File: src/rtl/sliced_adder_pkg.sv
// Shared sizing for the sliced adder unit.
// Assumes the slice count is at least four, so that the quarter,
// half and three-quarter carries exist.
package sliced_adder_pkg;
    parameter int SLICE_W   = 4;
    parameter int SLICE_CNT = 4;
    localparam int DATA_W   = SLICE_W * SLICE_CNT;
endpackage

File: src/rtl/adder_slice.sv
// One ripple-carry adder slice.
// Operand A may be inverted by NOT gates, and operand B by XOR gates
// driven by the subtract control. The slice reports its carry out and
// its own overflow bit (carry into its top bit XOR carry out of it).
// Assumes W >= 2.
module adder_slice #(
    parameter int W = 4
) (
    input  logic [W-1:0] a_in,
    input  logic [W-1:0] b_in,
    input  logic         inv_a,
    input  logic         sub_en,
    input  logic         c_in,
    output logic [W-1:0] s_out,
    output logic         c_out,
    output logic         v_out
);
    logic [W-1:0] a_eff;
    logic [W-1:0] b_eff;
    logic [W:0]   chain;

    assign chain[0] = c_in;

    // Per bit: operand shaping and a full adder cell.
    for (genvar i = 0; i < W; i++) begin : g_bit
        assign a_eff[i]    = a_in[i] ^ inv_a;
        assign b_eff[i]    = b_in[i] ^ sub_en;
        assign s_out[i]    = a_eff[i] ^ b_eff[i] ^ chain[i];
        assign chain[i+1]  = (a_eff[i] & b_eff[i]) | (chain[i] & (a_eff[i] ^ b_eff[i]));
    end

    assign c_out = chain[W];
    assign v_out = chain[W-1] ^ chain[W];
endmodule

File: src/rtl/flag_unit.sv
// Derives the status flags from the sum, the raw operands and the
// carries leaving each slice.
// Assumes at least four slices.
module flag_unit #(
    parameter int DW = 16,
    parameter int NS = 4
) (
    input  logic [DW-1:0] sum,
    input  logic [DW-1:0] opa,
    input  logic [DW-1:0] opb,
    input  logic [NS-1:0] slice_c,
    input  logic          top_v,
    input  logic          cmp_unsigned,
    output logic          flg_c,
    output logic          flg_qc,
    output logic          flg_hc,
    output logic          flg_tc,
    output logic          flg_z,
    output logic          flg_eq,
    output logic          flg_n,
    output logic          flg_o
);
    localparam int Q = NS / 4;

    // Carry flags taken from slice boundaries.
    always_comb begin
        flg_c  = slice_c[NS-1];
        flg_qc = slice_c[Q-1];
        flg_hc = slice_c[2*Q-1];
        flg_tc = slice_c[3*Q-1];
    end

    // Result and operand comparisons.
    always_comb begin
        flg_z  = (sum == '0);
        flg_eq = (opa == opb);
        flg_o  = top_v;
        flg_n  = cmp_unsigned ? ~slice_c[NS-1] : sum[DW-1];
    end
endmodule

File: src/rtl/sliced_adder16.sv
// Top of the sliced adder unit: chains SLICE_CNT slices carry-out to
// carry-in and attaches the flag unit. Purely combinational; the carry
// into the lowest slice is never derived from the subtract control.
module sliced_adder16
    import sliced_adder_pkg::*;
(
    input  logic [DATA_W-1:0] opa,
    input  logic [DATA_W-1:0] opb,
    input  logic              sub_en,
    input  logic              inv_a,
    input  logic              cin,
    input  logic              cmp_unsigned,
    output logic [DATA_W-1:0] res,
    output logic              flg_c,
    output logic              flg_qc,
    output logic              flg_hc,
    output logic              flg_tc,
    output logic              flg_z,
    output logic              flg_eq,
    output logic              flg_n,
    output logic              flg_o
);
    logic [SLICE_CNT:0]   carry;
    logic [SLICE_CNT-1:0] slice_v;

    assign carry[0] = cin;

    // Slice chain.
    for (genvar k = 0; k < SLICE_CNT; k++) begin : g_slice
        adder_slice #(.W(SLICE_W)) u_slice (
            .a_in  (opa[k*SLICE_W +: SLICE_W]),
            .b_in  (opb[k*SLICE_W +: SLICE_W]),
            .inv_a (inv_a),
            .sub_en(sub_en),
            .c_in  (carry[k]),
            .s_out (res[k*SLICE_W +: SLICE_W]),
            .c_out (carry[k+1]),
            .v_out (slice_v[k])
        );

        // Checks each slice's overflow bit against the sign rule on its own bits.
        always_comb begin

            slice_ovf_chk: assert (slice_v[k] ==
                (((opa[(k+1)*SLICE_W-1] ^ inv_a) == (opb[(k+1)*SLICE_W-1] ^ sub_en)) &&
                 (res[(k+1)*SLICE_W-1] != (opa[(k+1)*SLICE_W-1] ^ inv_a))));
        end
    end

    flag_unit #(.DW(DATA_W), .NS(SLICE_CNT)) u_flags (
        .sum         (res),
        .opa         (opa),
        .opb         (opb),
        .slice_c     (carry[SLICE_CNT:1]),
        .top_v       (slice_v[SLICE_CNT-1]),
        .cmp_unsigned(cmp_unsigned),
        .flg_c       (flg_c),
        .flg_qc      (flg_qc),
        .flg_hc      (flg_hc),
        .flg_tc      (flg_tc),
        .flg_z       (flg_z),
        .flg_eq      (flg_eq),
        .flg_n       (flg_n),
        .flg_o       (flg_o)
    );

    // Cross-checks between the slice chain and the flag unit.
    always_comb begin

        sum_arith_chk: assert ({flg_c, res} ==
            ({1'b0, (inv_a ? ~opa : opa)} + {1'b0, (opb ^ {DATA_W{sub_en}})} + {{DATA_W{1'b0}}, cin}));

        unsigned_n_chk: assert (!cmp_unsigned || (flg_n != flg_c));

        eq_sub_zero_chk: assert (!(flg_eq && sub_en && cin && !inv_a) || flg_z);

        zero_sign_chk: assert (!flg_z || (!res[DATA_W-1] && (cmp_unsigned || !flg_n)));
    end
endmodule

File: config.mk
export PLATFORM = sky130hd
export DESIGN_NAME = sliced_adder16
export DESIGN_NICKNAME = d
export VERILOG_FILES = /design/src/rtl/sliced_adder_pkg.sv /design/src/rtl/adder_slice.sv /design/src/rtl/flag_unit.sv /design/src/rtl/sliced_adder16.sv
export SDC_FILE = /design/constraint.sdc
export NUM_CORES = 1
export LEC_CHECK = 0
export ABC_AREA = 1
export BUFFER_PORTS_ARGS = -buffer_cell sky130_fd_sc_hd__buf_4
export CORE_UTILIZATION = 42
export DETAILED_ROUTE_END_ITERATION = 6
export PLACE_DENSITY = 0.84
export SLEW_MARGIN = 10
export SYNTH_ARGS = -nofsm -noshare
export SYNTH_HDL_FRONTEND = slang
export SYNTH_SLANG_ARGS = --single-unit
File: constraint.sdc
create_clock -name vclk -period 9.2
set_input_delay 1.38 -clock vclk [all_inputs]
set_output_delay 1.38 -clock vclk [all_outputs]
set_load 0.02 [all_outputs]
== After elaboration in Yosys (flattened, before gate mapping) ==
Index checks and enable logic that the tools add are counted.
W data, S select, Z words.
Storage, ports and cells
  output and inout bits: 24
  register bits: 0
Operators by class
  reduce and logical (&&, ||, !) cells: 1
  equality and inequality tests: 1
  muxes and demuxes: 1
  bitwise gates (word level): 114
Operators with widths (number)
  $xor A1 B1 Y1: 65
  $and A1 B1 Y1: 32
  $eq A16 B16 Y1: 1
  $logic_not A16 Y1: 1
  $or A1 B1 Y1: 16
  $mux W1: 1
  $not A1 Y1: 1

== Longest topological paths before layout ==
Gate-level depths: netlist of the first run.
  depth after elaboration: 36
  gate-level depth with buffers: 28
  gate-level depth less buffers: 26

== Cells and area by module ==
Synthesis of the first run repeated with hierarchy kept, for this count alone.
Second synthesis, totals
  cell total of the unflattened synthesis: 241
  area total of the unflattened synthesis: 1249.9 sq um
Modules (own cells, without submodules)
  adder_slice: seq. area each 0.0 sq um, instances 4, area each 230.2 sq um, cells each 44
  flag_unit: seq. area each 0.0 sq um, instances 1, area each 329.1 sq um, cells each 65

== Least setup slack after synthesis of the first run ==
No wires, ideal clock.
  kind: input to output
  start point: input inv_a
  end point: output flg_z
  arrival time: 8.012 ns
  slack: -0.192 ns
  stages: 28
  buffers on the path: 2
  required time: 7.820 ns
  cells stage by stage: buf_6 > buf_8 > xor2_1 > fa_1 > inv_1 > fa_1 > fa_1 > fa_1 > inv_1 > fa_1 > fa_1 > fa_1 > inv_1 > fa_1 > inv_1 > fa_1 > fa_1 > fa_1 > inv_1 > fa_1 > fa_1 > inv_1 > fa_1 > fa_1 > fa_1 > nor4_1 > nand2_1 > nor2_1
On the way
  word-level cells in the longest chain between the ends: 34
  elaborated cells between the ends (all ways): 94
  classes of those cells: bitwise (93); reduce/logical (1)
RTL lines
  start, declared: line sliced_adder16.sv:10  | input logic inv_a,
  $xor A1 B1 Y1: line adder_slice.sv:26  | assign a_eff[i] = a_in[i] ^ inv_a;
  $xor A1 B1 Y1: line adder_slice.sv:29  | assign chain[i+1] = (a_eff[i] & b_eff[i]) | (chain[i] & (a_eff[i] ^ b_eff[i]));
  $and A1 B1 Y1: line adder_slice.sv:29
  $or A1 B1 Y1: line adder_slice.sv:29
  $and A1 B1 Y1: line adder_slice.sv:29
  $or A1 B1 Y1: line adder_slice.sv:29
  $and A1 B1 Y1: line adder_slice.sv:29
  $or A1 B1 Y1: line adder_slice.sv:29
  (+2 left out)
  net flg_qc: line sliced_adder16.sv:15  | output logic flg_qc,
  (+8 left out)
  net flg_hc: line sliced_adder16.sv:16  | output logic flg_hc,
  (+9 left out)
  $or A1 B1 Y1 (*): line adder_slice.sv:29
  $and A1 B1 Y1 (*): line adder_slice.sv:29
  $or A1 B1 Y1 (*): line adder_slice.sv:29
  $and A1 B1 Y1 (*): line adder_slice.sv:29
  $or A1 B1 Y1 (*): line adder_slice.sv:29
  $xor A1 B1 Y1 (*): line adder_slice.sv:28  | assign s_out[i] = a_eff[i] ^ b_eff[i] ^ chain[i];
  net res[15]: line sliced_adder16.sv:13  | output logic [DATA_W-1:0] res,
  $logic_not A16 Y1 (*): line flag_unit.sv:35  | flg_z = (sum == '0);
  end, declared: line sliced_adder16.sv:18  | output logic flg_z,
The timed path passes the listed nets; every way through them passes the cells marked *.

== Worst setup path after layout of the first run ==
  start point: input inv_a
  end point: output flg_z
On the way
  word-level cells in the longest chain between the ends: 34
  elaborated cells between the ends (all ways): 94
  classes of those cells: bitwise (93); reduce/logical (1)
RTL lines (line)
  $xor A1 B1 Y1: adder_slice.sv:26
  $xor A1 B1 Y1: adder_slice.sv:28, adder_slice.sv:29
  $and A1 B1 Y1: adder_slice.sv:29
  $or A1 B1 Y1: adder_slice.sv:29
  $and A1 B1 Y1: adder_slice.sv:29
  $or A1 B1 Y1: adder_slice.sv:29
  $and A1 B1 Y1: adder_slice.sv:29
  $or A1 B1 Y1: adder_slice.sv:29
  (+18 left out)
  $and A1 B1 Y1: adder_slice.sv:29
  $or A1 B1 Y1: adder_slice.sv:29
  $and A1 B1 Y1: adder_slice.sv:29
  $or A1 B1 Y1: adder_slice.sv:29
  $and A1 B1 Y1: adder_slice.sv:29
  $or A1 B1 Y1: adder_slice.sv:29
  $xor A1 B1 Y1: adder_slice.sv:28
  $logic_not A16 Y1 (*): flag_unit.sv:35
Mark *: on every way between the ends. The rest lies on a longest branch, timed or not.

==> summary.txt, run 1 <==
Final layout
  • Antenna fix cells: 0
  • Fraction of final layout cells sized beyond drive strength 1: 40.4%
  • Number of nets in the layout: 247
  • Fill cell count: between 200 and 250
  • Signed area change from the synthesized netlist to the final layout: 50.6%
  • Sequential cell area in the final layout: 0 µm²
  • Final standard cell area without fillers: 1530 µm²
  • Sequential cell count: 0
  • Number of clock-tree buffers in the layout: 0
  • Final cell utilization of the core: 67.8%

Logic synthesis
  • Syn Inst Count: 131
  • Net count after synthesis: roughly 180
  • Share of the yosys chip area belonging to registers: 0%
  • Fraction of the mapped netlist area in simple logic gates: 16.4%
  • Largest family of logic cells by synthesized area: XOR/XNOR gates
  • Most area-consuming cells after synthesis: sky130_fd_sc_hd__fa_1, sky130_fd_sc_hd__xnor2_1, sky130_fd_sc_hd__xor2_1
  • Commonest cells post-synth: sky130_fd_sc_hd__nand2_1, sky130_fd_sc_hd__inv_1, sky130_fd_sc_hd__xnor2_1
  • Mean area per synthesized cell: 7.75 µm²
  • Cell type with the highest aggregate area in the netlist: sky130_fd_sc_hd__fa_1
  • Most instantiated library cell after synthesis: sky130_fd_sc_hd__nand2_1
  • Post-synthesis instance area: 1010 µm²
  • Mux share of post-synthesis cell area: 0%
  • Post-synthesis adder-cell area fraction: 31.6%
  • Synthesized-area fraction occupied by xor and xnor cells: a little under two fifths
  • Fraction of the mapped netlist area in compound gates: less than 1%
  • Number of different library cells in the post-synthesis netlist: 12
  • Synth top area share: 31.6%
  • Yosys warns: 0

Critical path
  • Class of the most critical setup path: in -> out
  • Required arrival time at the worst endpoint: 7.82 ns
  • Critical path data arrival time: 7.60 ns
  • Crit-path max FO: 2
  • CP endpoint kind: output port
  • Critical Path Start Type: primary input

Place
  • Total cell area at the placement stage: 1480 µm²
  • Placer's final routability congestion estimate: around 0.82
  • Final HPWL from detailed placement: 2360 µm
  • Number of port buffers: 60

Min path
  • Number of cells on the worst hold path: 3
  • Path type of the worst min-delay path: in -> out
  • Terminating pin of the worst hold path: flg_n
  • Hold path startpoint: cmp_unsigned

GRT
  • GRT met3 Usage: 2.38%
  • Number of global-route vias before repair: 1,040
  • Maximum number of pins on one net before global-route repair: 16
  • Met1 GRT Util: 28.3%
  • Initial antenna violation count: 0
  • Overall track demand over capacity in global routing: a little over a fifth
  • Total grt overflow: 0
  • Global-route layer with the greatest usage: met2
  • Wire length of the first global-routing pass: 4330 µm
  • Fraction of met2 tracks used by global routing: 39.7%

Floorplan
  • Effective utilization at floorplan: 45.0%
  • Core area: 2250 µm²
  • Die Area: 2620 µm²
  • Die Width: 51.2 µm
  • Die Span Y: 51.2 µm
  • Count of boundary I/O pins: 60
  • Core Rows: 17

Route
  • Detailed-route wire length per cell: roughly 12 µm
  • Total via count after detailed routing: 1,025
  • Post-route ant nets: 0
  • Drt total wl: 2760 µm
  • Average vias per placed instance: 4.64
  • Number of DRC violations after detailed routing: 0
  • DRT iter0 DRCs: 4
  • First-pass iteration count of the detailed router: 4

Timing
  • Fin. Hold Viols: 0
  • Slew HR: 81.4%
  • Crit share post-route: between 90 and 100%
  • Pins Over Slew Limit: 0
  • Number of failing setup endpoints in the final timing report: 0
  • Final setup TNS: 0 ns
  • Least-Margin Pin Slew: 0.276 ns
  • F_max: ~0.11 GHz
  • Min Tclk post-route: 8.98 ns

Job
  • Number of max-cap violations: 0

Power
  • Static Leakage: slightly below 0.0008 µW
  • Power density cells: 143 nW/µm²
  • Design Power: around 220 µW
  • Max IR drop VDD: 0.129 mV

Status
  • Status: complete, no violations
[what timing repair did]
| item | CTS | global route |
|---|---|---|
| buffers inserted | 0 | 3 |
| hold buffers | 0 | 0 |
| gates cloned | 0 | 0 |
| setup endpoints to repair | 1 | 2 |
| gates resized for setup | 3 | 6 |
| pin swaps | 0 | 4 |
[worst max-delay path: stages]
cell                      delay (ns)
sky130_fd_sc_hd__buf_4          0.12
sky130_fd_sc_hd__xor2_1         0.17
sky130_fd_sc_hd__fa_2           0.35
sky130_fd_sc_hd__inv_1          0.08
sky130_fd_sc_hd__fa_2           0.19
sky130_fd_sc_hd__fa_1           0.17
sky130_fd_sc_hd__fa_1           0.16
sky130_fd_sc_hd__inv_1          0.06
sky130_fd_sc_hd__fa_1           0.43
sky130_fd_sc_hd__fa_2           0.35
sky130_fd_sc_hd__fa_1           0.36
sky130_fd_sc_hd__inv_1          0.08
sky130_fd_sc_hd__fa_1           0.17
sky130_fd_sc_hd__inv_1          0.07
sky130_fd_sc_hd__fa_2           0.39
sky130_fd_sc_hd__fa_2           0.35
sky130_fd_sc_hd__fa_1           0.40
sky130_fd_sc_hd__inv_1          0.10
sky130_fd_sc_hd__fa_2           0.23
sky130_fd_sc_hd__fa_1           0.18
sky130_fd_sc_hd__inv_1          0.05
sky130_fd_sc_hd__fa_2           0.34
sky130_fd_sc_hd__fa_2           0.39
sky130_fd_sc_hd__fa_2           0.48
sky130_fd_sc_hd__nor4_2         0.17
sky130_fd_sc_hd__nand2_1        0.12
sky130_fd_sc_hd__nor2_2         0.10
sky130_fd_sc_hd__buf_4          0.15
[cell usage in the layout, fill, tap and decap left out]
master                    instances
sky130_fd_sc_hd__nor3_1           1
sky130_fd_sc_hd__xor2_1          21
sky130_fd_sc_hd__a21oi_2          1
sky130_fd_sc_hd__nor2_2           1
sky130_fd_sc_hd__inv_1           25
sky130_fd_sc_hd__fa_1             7
sky130_fd_sc_hd__nor2_1           7
sky130_fd_sc_hd__nand4_1          1
sky130_fd_sc_hd__fa_2             9
sky130_fd_sc_hd__nand2_1         30
sky130_fd_sc_hd__nor4_2           1
sky130_fd_sc_hd__buf_4           66
sky130_fd_sc_hd__nor4_1           1
sky130_fd_sc_hd__xnor2_1         22
[cell families after synthesis]
| logic type | Yosys count |
|---|---|
| AO/OA/AOI/OAI | 1 |
| XOR/XNOR | 43 |
| adder cells (fa/ha/maj) | 16 |
| buffers and inverters | 29 |
| AND/OR/NAND/NOR | 42 |
[cell type report]
cell class | instances | area, µm² | share of cell area, %
multi-input cells | 102 | 903 | 59.1
repair buffers | 66 | 495 | 32.4
inverters | 25 | 93.8 | 6.14
well taps | 28 | 35.0 | 2.29
[metal layers]
metal	wire (µm)	vias to the layer above	part of all wire, %
li1	-	498	-
met1	1140	480	41
met2	1430	45	52
met3	171	2	6.2
met4	18	0	0.65
met5	0	-	0
[stage by stage]
stage | setup WS, ns | hold WS, ns | std cells
after global routing | -0.0522 | 3.05 | 221
after floorplan | -0.0399 | 2.84 | 131
final | 0.219 | 3.05 | 221
after detailed placement | -0.0589 | 3.05 | 218
after CTS | 0.0102 | 3.05 | 218
after global placement | 0.0433 | 3.04 | 218
[report_power, final]
group,internal (µW),switching [µW]
registers,0,0
clock network,0,0
logic,100,119
[worst max path at each step]
stage	slack, ns	to	startpoint
final	0.22	flg_z	inv_a
after detailed placement	-0.06	flg_z	inv_a
after floorplan	-0.04	flg_z	inv_a
after CTS	0.01	flg_z	inv_a
after global placement	0.04	flg_z	inv_a
after global routing	-0.05	flg_z	inv_a
No activity file was read; power rests on OpenSTA's default activity.
==> inputs of run 2 (changes only) <==
CORE_UTILIZATION = 45   (was 42)
PLACE_DENSITY = 0.85   (was 0.84)
clock period = 11.3 ns   (was 9.2 ns; I/O delays follow)
==> summary.txt, run 2 (synthesized netlist as in run 1, its figures left out) <==
GRT
  • Maximum number of pins on one net before global-route repair: 17
  • Initial antenna violation count: 0
  • Wire length of the first global-routing pass: 4060 µm
  • Overall track demand over capacity in global routing: 20.9%
  • Total grt overflow: 0
  • Number of global-route vias before repair: a little under 1,000

Critical path
  • Top cell family by delay on the critical path: adder cells
  • Number of logic stages on the critical path including buffering: 28
  • Library cell appearing most often on the critical path: sky130_fd_sc_hd__fa_1
  • Critical path data arrival time: 8.38 ns
  • Slowest CP cell: sky130_fd_sc_hd__fa_1
  • Crit-path max FO: 16
  • Required arrival time at the worst endpoint: 9.61 ns
  • Largest stage delay, worst path: 0.49 ns
  • Class of the most critical setup path: in -> out
  • CP Buf/Inv Count: 8
  • CP endpoint kind: output port
  • Critical Path Start Type: primary input

Floorplan
  • Count of boundary I/O pins: 60
  • Core area: slightly above 2000 µm²
  • Die Span Y: 49.5 µm
  • Die Width: 49.5 µm
  • Die Area: 2450 µm²
  • Effective utilization at floorplan: 49.7%
  • Core Rows: 16

Min path
  • Path type of the worst min-delay path: in -> out
  • Number of cells on the worst hold path: 3
  • Hold path startpoint: cmp_unsigned
  • Terminating pin of the worst hold path: flg_n

Timing
  • Number of failing setup endpoints in the final timing report: 0
  • Crit share post-route: approximately 89%
  • Least-Margin Pin Slew: around 0.29 ns
  • Fin. Hold Viols: 0
  • F_max: 0.0993 GHz
  • Final setup TNS: 0 ns
  • Slew HR: 80.7%
  • Min Tclk post-route: 10.07 ns
  • Pins Over Slew Limit: 0
  • Setup repair after global routing missed its margin: no

Place
  • Placer's final routability congestion estimate: 0.786
  • Final HPWL from detailed placement: 2150 µm
  • Number of port buffers: 60
  • Total cell area at the placement stage: 1450 µm²

CTS
  • Post-CTS setup-driven buffer insertion count: 0
  • Post-cts hold buffer count: 0
  • # resized after CTS: 0

Final layout
  • Final cell utilization of the core: a little over two thirds
  • Most frequent standard cell in the layout excluding fill and tap cells: sky130_fd_sc_hd__buf_4
  • Antenna fix cells: 0
  • Number of clock-tree buffers in the layout: 0
  • Sequential cell area in the final layout: 0 µm²
  • Sequential cell count: 0
  • Fraction of final layout cells sized beyond drive strength 1: about a third
  • Fill cell count: around 170
  • Number of nets in the layout: 241
  • Final standard cell area without fillers: 1450 µm²
  • Signed area change from the synthesized netlist to the final layout: 42.5%
  • Most frequent cells in the layout: sky130_fd_sc_hd__buf_4, sky130_fd_sc_hd__nand2_1, sky130_fd_sc_hd__inv_1

Power
  • Sequential group share of total power: 0%
  • Switching fraction of total power: 55.5%
  • Static Leakage: 0.000759 µW
  • Internal power: 72.7 µW
  • Switching power: 90.6 µW
  • Combinational fraction of design power: 100.0%
  • Clock group share of total power: 0%
  • Max IR drop VDD: 0.0711 mV
  • Power density cells: 113 nW/µm²

Route
  • Number of DRC violations after detailed routing: 0
  • Average vias per placed instance: 4.53
  • DRT iter0 DRCs: 4
  • First-pass iteration count of the detailed router: 4
  • Post-route ant nets: 0
  • Drt total wl: 2410 µm
  • Detailed-route wire length per cell: 11.3 µm
  • Total via count after detailed routing: 970

Status
  • Status: complete, no violations

Job
  • Number of max-cap violations: 0
[run 2: layout make-up]
type | count | area (µm²) | share of cell area [%]
multi-input cells | 102 | 868 | 60.0
repair buffers | 60 | 450 | 31.1
well taps | 27 | 33.8 | 2.34
inverters | 25 | 93.8 | 6.49
[run 2: metrics by stage]
stage | instances | setup slack, ns | total power [µW] | hold slack, ns
3_5_place_dp | 214 | 1.22 | 164 | 3.68
5_1_grt | 214 | 0.824 | 178 | 3.68
4_1_cts | 214 | 1.20 | 165 | 3.68
2_1_floorplan | 131 | 1.28 | 103 | 3.52
3_3_place_gp | 214 | 1.29 | 160 | 3.68
6_report | 214 | 1.23 | 163 | 3.67
[run 2: power groups by stage]
stage,combinational [µW],sequential [µW],clock [µW]
after floorplan,103,0,0
after global placement,160,0,0
after detailed placement,164,0,0
after CTS,165,0,0
after global routing,178,0,0
final,163,0,0
[run 2: layer usage]
metal	vias up	part of all wire (%)	wire (µm)	track usage, %
li1	489	-	-	-
met1	444	37	898	24.2
met2	37	56	1340	42.5
met3	0	7.0	168	2.47
met4	0	0	0	0
met5	-	0	0	0
[run 2: worst max-delay path by stage]
stage	startpoint	endpoint	slack, ns
3_3_place_gp	inv_a	flg_z	1.29
2_1_floorplan	inv_a	flg_z	1.28
3_5_place_dp	inv_a	flg_z	1.22
6_report	inv_a	flg_z	1.23
4_1_cts	inv_a	flg_z	1.20
5_1_grt	inv_a	flg_z	0.82
[run 2: worst min-delay path: cells and delay by family]
family                 cells  cell delay [ns]
AO/OA/AOI/OAI              1             0.05
buffers and inverters      2             0.23
